**src/rtl/ifs_pkg.sv**
```systemverilog
package ifs_pkg;
    localparam int SLOT_N = 10;

    typedef enum logic [3:0] {
        SL_GS  = 4'd0,
        SL_FS  = 4'd1,
        SL_DS  = 4'd2,
        SL_ES  = 4'd3,
        SL_SS  = 4'd4,
        SL_ESP = 4'd5,
        SL_EFL = 4'd6,
        SL_CS  = 4'd7,
        SL_EIP = 4'd8,
        SL_ERR = 4'd9
    } slot_e;

    typedef enum logic {
        ST_IDLE = 1'b0,
        ST_RUN  = 1'b1
    } phase_e;
endpackage

```
**src/rtl/ifs_slot_map.sv**
```systemverilog
module ifs_slot_map
    import ifs_pkg::*;
(
    input  logic       is_pop,
    input  logic [3:0] step,
    output slot_e      slot
);
    // push walks slots upward from GS; pop walks downward from EIP
    always_comb begin
        if (is_pop) slot = slot_e'(4'(SL_EIP) - step);
        else        slot = slot_e'(step);
    end
endmodule

```
**src/rtl/ifs_sp_step.sv**
```systemverilog
module ifs_sp_step #(
    parameter int DW = 32
) (
    input  logic          is_pop,
    input  logic [DW-1:0] sp,
    output logic [DW-1:0] addr,
    output logic [DW-1:0] sp_nxt
);
    localparam logic [DW-1:0] WORD_BYTES = DW'(DW / 8);

    always_comb begin
        if (is_pop) begin
            addr   = sp;
            sp_nxt = sp + WORD_BYTES;
        end else begin
            addr   = sp - WORD_BYTES;
            sp_nxt = sp - WORD_BYTES;
        end
    end
endmodule

```
**src/rtl/ifs_frame_io.sv**
```systemverilog
module ifs_frame_io
    import ifs_pkg::*;
#(
    parameter int DW    = 32,
    parameter int SEL_W = 16
) (
    input  slot_e                     slot,
    input  logic [SLOT_N-1:0][DW-1:0] frame,
    input  logic [DW-1:0]             rdata,
    output logic [DW-1:0]             wdata,
    output logic [DW-1:0]             ldval
);
    localparam int PAD_W = DW - SEL_W;

    logic is_sel;

    always_comb begin
        is_sel = (slot == SL_GS) || (slot == SL_FS) || (slot == SL_DS) ||
                 (slot == SL_ES) || (slot == SL_SS) || (slot == SL_CS);
        wdata  = frame[slot];
        ldval  = is_sel ? {{PAD_W{1'b0}}, rdata[SEL_W-1:0]} : rdata;
    end
endmodule

```
**src/rtl/intr_frame_seq.sv**
```systemverilog
module intr_frame_seq
    import ifs_pkg::*;
#(
    parameter int DW     = 32,
    parameter int SEL_W  = 16,
    parameter int VM_BIT = 17
) (
    input  logic             clk,
    input  logic             rst_n,
    input  logic             start_entry,
    input  logic             start_iret,
    input  logic             from_vm,
    input  logic             has_err,
    input  logic [DW-1:0]    err_code,
    input  logic [DW-1:0]    cur_eip,
    input  logic [DW-1:0]    cur_eflags,
    input  logic [DW-1:0]    cur_esp,
    input  logic [SEL_W-1:0] cur_cs,
    input  logic [SEL_W-1:0] cur_ss,
    input  logic [SEL_W-1:0] cur_es,
    input  logic [SEL_W-1:0] cur_ds,
    input  logic [SEL_W-1:0] cur_fs,
    input  logic [SEL_W-1:0] cur_gs,
    input  logic [SEL_W-1:0] k_ss,
    input  logic [DW-1:0]    k_esp,
    input  logic [SEL_W-1:0] h_cs,
    input  logic [DW-1:0]    h_eip,
    output logic             mem_req,
    output logic             mem_we,
    output logic [DW-1:0]    mem_addr,
    output logic [DW-1:0]    mem_wdata,
    input  logic             mem_ack,
    input  logic             mem_err,
    input  logic [DW-1:0]    mem_rdata,
    output logic             done,
    output logic             fault,
    output logic [DW-1:0]    o_eip,
    output logic [DW-1:0]    o_eflags,
    output logic [DW-1:0]    o_esp,
    output logic [SEL_W-1:0] o_cs,
    output logic [SEL_W-1:0] o_ss,
    output logic [SEL_W-1:0] o_es,
    output logic [SEL_W-1:0] o_ds,
    output logic [SEL_W-1:0] o_fs,
    output logic [SEL_W-1:0] o_gs,
    output logic             o_vm
);
    localparam int         PAD_W      = DW - SEL_W;
    localparam logic [3:0] FIRST_SEG  = 4'(SL_GS);
    localparam logic [3:0] FIRST_BASE = 4'(SL_SS);
    localparam logic [3:0] POP_BASE_N = 4'd4;
    localparam logic [3:0] POP_FULL_N = 4'd8;

    typedef struct packed {
        phase_e                    ph;
        logic                      pop;
        logic                      ent_vm;
        logic [3:0]                step;
        logic [3:0]                last;
        logic [DW-1:0]             sp;
        logic [SLOT_N-1:0][DW-1:0] frame;
        logic [SEL_W-1:0]          hcs;
        logic [SEL_W-1:0]          kss;
        logic [DW-1:0]             heip;
        logic                      done;
        logic                      fault;
        logic [DW-1:0]             eip;
        logic [DW-1:0]             efl;
        logic [DW-1:0]             esp;
        logic [SEL_W-1:0]          cs;
        logic [SEL_W-1:0]          ss;
        logic [SEL_W-1:0]          es;
        logic [SEL_W-1:0]          ds;
        logic [SEL_W-1:0]          fs;
        logic [SEL_W-1:0]          gs;
        logic                      vm;
    } seq_t;

    seq_t q, d;

    slot_e         cur_slot;
    logic [DW-1:0] acc_addr, sp_nxt, ld_val, wr_val;

    function automatic logic [DW-1:0] zx(input logic [SEL_W-1:0] s);
        return {{PAD_W{1'b0}}, s};
    endfunction

    ifs_slot_map u_map (
        .is_pop (q.pop),
        .step   (q.step),
        .slot   (cur_slot)
    );

    ifs_sp_step #(.DW(DW)) u_sp (
        .is_pop (q.pop),
        .sp     (q.sp),
        .addr   (acc_addr),
        .sp_nxt (sp_nxt)
    );

    ifs_frame_io #(.DW(DW), .SEL_W(SEL_W)) u_io (
        .slot  (cur_slot),
        .frame (q.frame),
        .rdata (mem_rdata),
        .wdata (wr_val),
        .ldval (ld_val)
    );

    always_comb begin
        d       = q;
        d.done  = 1'b0;
        d.fault = 1'b0;
        unique case (q.ph)
            ST_IDLE: begin
                if (start_entry || start_iret) begin
                    d.ph                = ST_RUN;
                    d.sp                = k_esp;
                    d.frame[SL_GS]      = zx(cur_gs);
                    d.frame[SL_FS]      = zx(cur_fs);
                    d.frame[SL_DS]      = zx(cur_ds);
                    d.frame[SL_ES]      = zx(cur_es);
                    d.frame[SL_SS]      = zx(cur_ss);
                    d.frame[SL_ESP]     = cur_esp;
                    d.frame[SL_EFL]     = cur_eflags;
                    d.frame[SL_CS]      = zx(cur_cs);
                    d.frame[SL_EIP]     = cur_eip;
                    d.frame[SL_ERR]     = err_code;
                    d.hcs               = h_cs;
                    d.kss               = k_ss;
                    d.heip              = h_eip;
                    if (start_entry) begin
                        d.pop    = 1'b0;
                        d.ent_vm = from_vm;
                        d.step   = from_vm ? FIRST_SEG : FIRST_BASE;
                        d.last   = has_err ? 4'(SL_ERR) : 4'(SL_EIP);
                    end else begin
                        d.pop    = 1'b1;
                        d.ent_vm = 1'b0;
                        d.step   = 4'd0;
                        d.last   = POP_BASE_N;
                    end
                end
            end
            ST_RUN: begin
                if (mem_err) begin
                    d.ph    = ST_IDLE;
                    d.fault = 1'b1;
                end else if (mem_ack) begin
                    d.sp = sp_nxt;
                    if (q.pop) begin
                        d.frame[cur_slot] = ld_val;
                        if (cur_slot == SL_EFL && mem_rdata[VM_BIT])
                            d.last = POP_FULL_N;
                    end
                    if (q.step == d.last) begin
                        d.ph   = ST_IDLE;
                        d.done = 1'b1;
                        if (q.pop) begin
                            d.eip = d.frame[SL_EIP];
                            d.efl = d.frame[SL_EFL];
                            d.esp = d.frame[SL_ESP];
                            d.cs  = d.frame[SL_CS][SEL_W-1:0];
                            d.ss  = d.frame[SL_SS][SEL_W-1:0];
                            d.vm  = d.frame[SL_EFL][VM_BIT];
                        end else begin
                            d.eip         = q.heip;
                            d.efl         = q.frame[SL_EFL];
                            d.efl[VM_BIT] = 1'b0;
                            d.esp         = sp_nxt;
                            d.cs          = q.hcs;
                            d.ss          = q.kss;
                            d.vm          = 1'b0;
                        end
                        d.es = q.ent_vm ? '0 : d.frame[SL_ES][SEL_W-1:0];
                        d.ds = q.ent_vm ? '0 : d.frame[SL_DS][SEL_W-1:0];
                        d.fs = q.ent_vm ? '0 : d.frame[SL_FS][SEL_W-1:0];
                        d.gs = q.ent_vm ? '0 : d.frame[SL_GS][SEL_W-1:0];
                    end else begin
                        d.step = q.step + 4'd1;
                    end
                end
            end
            default: d.ph = ST_IDLE;
        endcase
    end

    always_ff @(posedge clk) begin
        if (!rst_n) q <= '0;
        else        q <= d;
    end

    assign mem_req   = (q.ph == ST_RUN);
    assign mem_we    = !q.pop;
    assign mem_addr  = acc_addr;
    assign mem_wdata = wr_val;
    assign done      = q.done;
    assign fault     = q.fault;
    assign o_eip     = q.eip;
    assign o_eflags  = q.efl;
    assign o_esp     = q.esp;
    assign o_cs      = q.cs;
    assign o_ss      = q.ss;
    assign o_es      = q.es;
    assign o_ds      = q.ds;
    assign o_fs      = q.fs;
    assign o_gs      = q.gs;
    assign o_vm      = q.vm;
endmodule

```
**config.mk**
```make
export PLATFORM = sky130hd
export DESIGN_NAME = intr_frame_seq
export DESIGN_NICKNAME = d
export VERILOG_FILES = /design/src/rtl/ifs_pkg.sv /design/src/rtl/ifs_slot_map.sv /design/src/rtl/ifs_sp_step.sv /design/src/rtl/ifs_frame_io.sv /design/src/rtl/intr_frame_seq.sv
export SDC_FILE = /design/constraint.sdc
export NUM_CORES = 2
export LEC_CHECK = 0
export BUFFER_PORTS_ARGS = -buffer_cell sky130_fd_sc_hd__buf_2
export CAP_MARGIN = 10
export CORE_MARGIN = 8
export CORE_UTILIZATION = 45
export DETAILED_ROUTE_END_ITERATION = 7
export GPL_TIMING_DRIVEN = 0
export PLACE_DENSITY = 0.68
export SLEW_MARGIN = 20
export SYNTH_ARGS = -nofsm -noshare
export SYNTH_HDL_FRONTEND = slang
export SYNTH_SLANG_ARGS = --single-unit
```
**constraint.sdc**
```tcl
create_clock -name clk -period 5.9 [get_ports clk]
set_input_delay 0.295 -clock clk [delete_from_list [all_inputs] [get_ports clk]]
set_output_delay 0.295 -clock clk [all_outputs]
set_load 0.02 [all_outputs]
```
==> flow_summary.toml <==
[power_and_ir_drop]
p_comb_share_pct = 20.4
clockPowerShare_pct = 39.1
swShare_pct = 32.54
p_sw_mw = 3.712
vdd_drop_max_mv = 0.1923
p_int_mw = 7.696
power_density_nw_per_um2 = 291.0
seq_power_share_pct = 40.6
p_leak_nw = 17.23

[global_routing]
overflow = 0
grt_usage_pct = 40.35
grt_pass1_wl_um = 230100
grt_pass1_vias = 32620
antenna_found_initial = 10
grt_max_degree = 15

[cells_and_area]
fin_util_pct = 58.48
seqCellArea_um2 = 12430
drive_gt1_share_pct = 24.52
multi_input_area_um2 = 14990
nNetsFinal = 4753
syn2layout_area_growth_pct = 28.87
fill_cells = 6088

[route]
drt_pass1_iterations = 8
post-route-drc-count = 99
dr.first_iter.drc_count = 6267
via_per_inst = 6.452
wire_per_inst_um = 30.72
vias = 34350
antenna_left = 0
wirelength_um = 163500

[die]
initial_utilization_pct = 45.38
die-area_um2 = 76180
die_y_um = 276.0
die_width_um = 276.0
num_rows = 95
coreArea_um2 = 67040
ios = 621

[logic_synthesis]
yosysSeqAreaShare_pct = 40.87
ys_seq_elements = 621
synthArstFlopShare_pct = 0
syn_area_per_cell_um2 = 8.739
ys.warnings.count = 0
synth_edf_count = 0
ys_types = 82
syn-cell-area_um2 = 30420
netlist_instances = 3481
syn-num-nets = 3845
synth-main-ff-cell = "dfxtp_1"

[timing]
finalMaxSlewViolations = 0
layout_worst_path_cycle_share_pct = 100.9
worst_slack_ps = -51.99
setup_viol = 1
relSlewSlack_pct = 14.35
final_hold_viol_count = 1
whs_ps = -2.221
tightest_slew_ps = 1285
setup_tns_ps = -51.99
rsz0062_at_grt = "false"
clock-skew-final_ps = 27.67
post-route-min-period_ps = 5952
clock.fmax_mhz = 168.0

[setup_path]
worstReg2RegEnd = "o_esp[29]$_SDFFE_PN0P_"
path_cells = "buf_2, inv_1, buf_2, clkdlybuf4s15_2, ha_1, clkbuf_1, mux2i_4, buf_2, clkbuf_2, mux4_2, a222oi_1, nand2_1, buf_2"
cpPeakStageDelay_ps = 500
rrSetupSlack_ps = 930
end_kind = "output pin"
r2r_start = "q[615]$_SDFFE_PN0P_"
cp_slowest_cell = "clkbuf_2"
start_kind = "flop"
crit_fanout = 10
critical_path_arrival_ps = 5660
crit_top_cell = "buf_2"
crit_type = "flop to output pin"
required_ps = 5610
reg2reg_depth = 13

[worst_hold_path]
hold_end = "q[597]$_SDFFE_PN0P_"
hold_depth = 3
hold_path.class = "input port to flop"
min-delay-start = "k_esp[18]"

[run_status]
status = "finished, violations left"
violations = "DRC, hold timing, setup timing"

[placement]
gp_congestion = 1.049
io_buffers = 602
post-dp-hpwl_um = 126500

[clocking]
cts_buffers = 68
root_buffer = "clkbuf_16"
clock-sinks = 621
tritoncts = "built"
clock_latency_ps = 630
post_cts_buffers = 0
htree_num_levels = 3
clkTransAtPathRegs_ps = 60
clockBufferDepth = 3

[flow_run]
drv_cap = 0
## kinds of logic after synthesis
group | synth area share, %
buffers and inverters | 9.896
AND/OR/NAND/NOR | 16.55
multiplexers | 8.826
AO/OA/AOI/OAI | 22.17
XOR/XNOR | 1.526
flip-flops | 40.87
adder cells (fa/ha/maj) | 0.1645
## timing repair
item | CTS | global route
resized for setup | 4 | 4
endpoints found under the hold margin | 237 | 0
cloned | 0 | 0
endpoints found under the setup margin | 21 | 4
hold buffers | 236 | 0
## layout make-up
| cell class | count | area share, % |
|---|---|---|
| well taps | 873 | 2.786 |
| plain buffers | 563 | 7.576 |
| multi-input cells | 2282 | 38.23 |
| clock inverters | 28 | 0.9064 |
| inverters | 15 | 0.1436 |
| flip-flops and latches | 621 | 31.71 |
| diodes | 10 | 0.06383 |
| repair buffers | 838 | 13.71 |
| clock buffers | 94 | 4.870 |
## critical path: cells and delay by family, from the launching register on
kind,cells,cell delay (ps)
AO/OA/AOI/OAI,1,490
flip-flops,1,480
multiplexers,2,920
buffers and inverters,8,2480
adder cells (fa/ha/maj),1,360
AND/OR/NAND/NOR,1,290
## power by group through the flow
| stage | Combinational (mW) | Clock (mW) | Sequential [mW] |
|---|---|---|---|
| floorplan | 1.21 | 0 | 4.61 |
| finish | 2.33 | 4.46 | 4.63 |
| detailed placement | 2.09 | 0 | 4.70 |
| CTS | 2.23 | 4.41 | 4.61 |
| global route | 2.41 | 4.60 | 4.63 |
| global placement | 2.09 | 0 | 4.70 |
## metal layers
metal / track usage (%) / routed length (um)
met4: 26.45 / 12450
met1: 49.62 / 58900
met3: 11.00 / 21080
met2: 61.81 / 71080
met5: 0 / 43
## per-stage QoR
step	cells	total power, mW	setup WS [ps]	hold WS, ps	area, um^2
after floorplan	3481	5.819	2054	413.0	30420
after global placement	4956	6.784	180.2	430.5	34530
after detailed placement	4956	6.794	229.5	434.7	34530
after CTS	5314	11.25	181.0	0.8109	39170
after global routing	5316	11.64	31.84	13.08	39190
final	5324	11.41	-51.99	-2.221	39210
## flip-flops by register name, indices dropped and copies added (netlist names)
signal,count
done,1
o_ds,16
o_eip,32
mem_req,1
o_gs,16
o_esp,32
o_eflags,32
q,426
o_ss,16
o_cs,16
o_fs,16
fault,1
o_es,16
## how the worst max path moves through the flow
stage,start,to,slack (ps),cells after the start
2_1_floorplan,q[615]$_SDFFE_PN0P_,mem_wdata[0],2050,11
3_3_place_gp,q[615]$_SDFFE_PN0P_,mem_wdata[15],180,13
3_5_place_dp,q[615]$_SDFFE_PN0P_,mem_wdata[15],230,13
4_1_cts,q[615]$_SDFFE_PN0P_,mem_wdata[15],180,13
5_1_grt,q[615]$_SDFFE_PN0P_,mem_wdata[15],30,13
6_report,q[615]$_SDFFE_PN0P_,mem_wdata[15],-50,13
## layout by cell type (no fill, tap or decap), types with 11 or more instances in the layout
cell / count
buf_2: 653
dfxtp_1: 621
nand2_1: 490
nor2_1: 356
clkbuf_1: 299
dlygate4sd3_1: 236
a21oi_1: 201
buf_4: 195
a222oi_1: 186
o21ai_0: 146
and3_1: 118
mux2i_1: 104
clkbuf_16: 68
o2bb2ai_1: 65
mux4_2: 64
a311o_1: 54
nor3_1: 40
nand3_1: 40
a221oi_1: 38
a311oi_1: 32
xor2_1: 28
xnor2_1: 25
o221ai_1: 24
a211oi_1: 20
buf_1: 19
a211o_1: 17
nor4_1: 16
mux2_2: 16
a31o_2: 16
inv_1: 13
a31oi_1: 12
or3_1: 12
o21ai_1: 11
nor2b_1: 11
a21o_1: 11
o211a_1: 11
clkbuf_8: 11
## synthesized netlist by cell type, drive strengths merged, types with 11 or more instances
| master | count | share of area, % |
|---|---|---|
| a21o | 11 | 0.27 |
| a221oi | 38 | 1.1 |
| a31oi | 12 | 0.25 |
| or3 | 12 | 0.25 |
| a211oi | 20 | 0.49 |
| a31o | 16 | 0.46 |
| xnor2 | 25 | 0.72 |
| a311o | 54 | 1.8 |
| buf | 275 | 6.2 |
| o2bb2ai | 65 | 1.9 |
| clkbuf | 288 | 3.6 |
| a222oi | 186 | 6.1 |
| a21oi | 203 | 3.4 |
| xor2 | 28 | 0.81 |
| a311oi | 32 | 0.92 |
| nor4 | 18 | 0.41 |
| o221ai | 24 | 0.69 |
| and3 | 118 | 2.4 |
| mux2i | 105 | 3.5 |
| a211o | 17 | 0.49 |
| o211a | 11 | 0.36 |
| o21ai | 159 | 2.6 |
| nand3 | 41 | 0.72 |
| inv | 13 | 0.16 |
| nor2 | 358 | 4.4 |
| nor2b | 11 | 0.23 |
| nand2 | 490 | 6.0 |
| mux4 | 64 | 4.7 |
| dfxtp | 621 | 41 |
| mux2 | 16 | 0.59 |
| nor3 | 41 | 0.71 |
No activity file was read; power rests on OpenSTA's default activity.
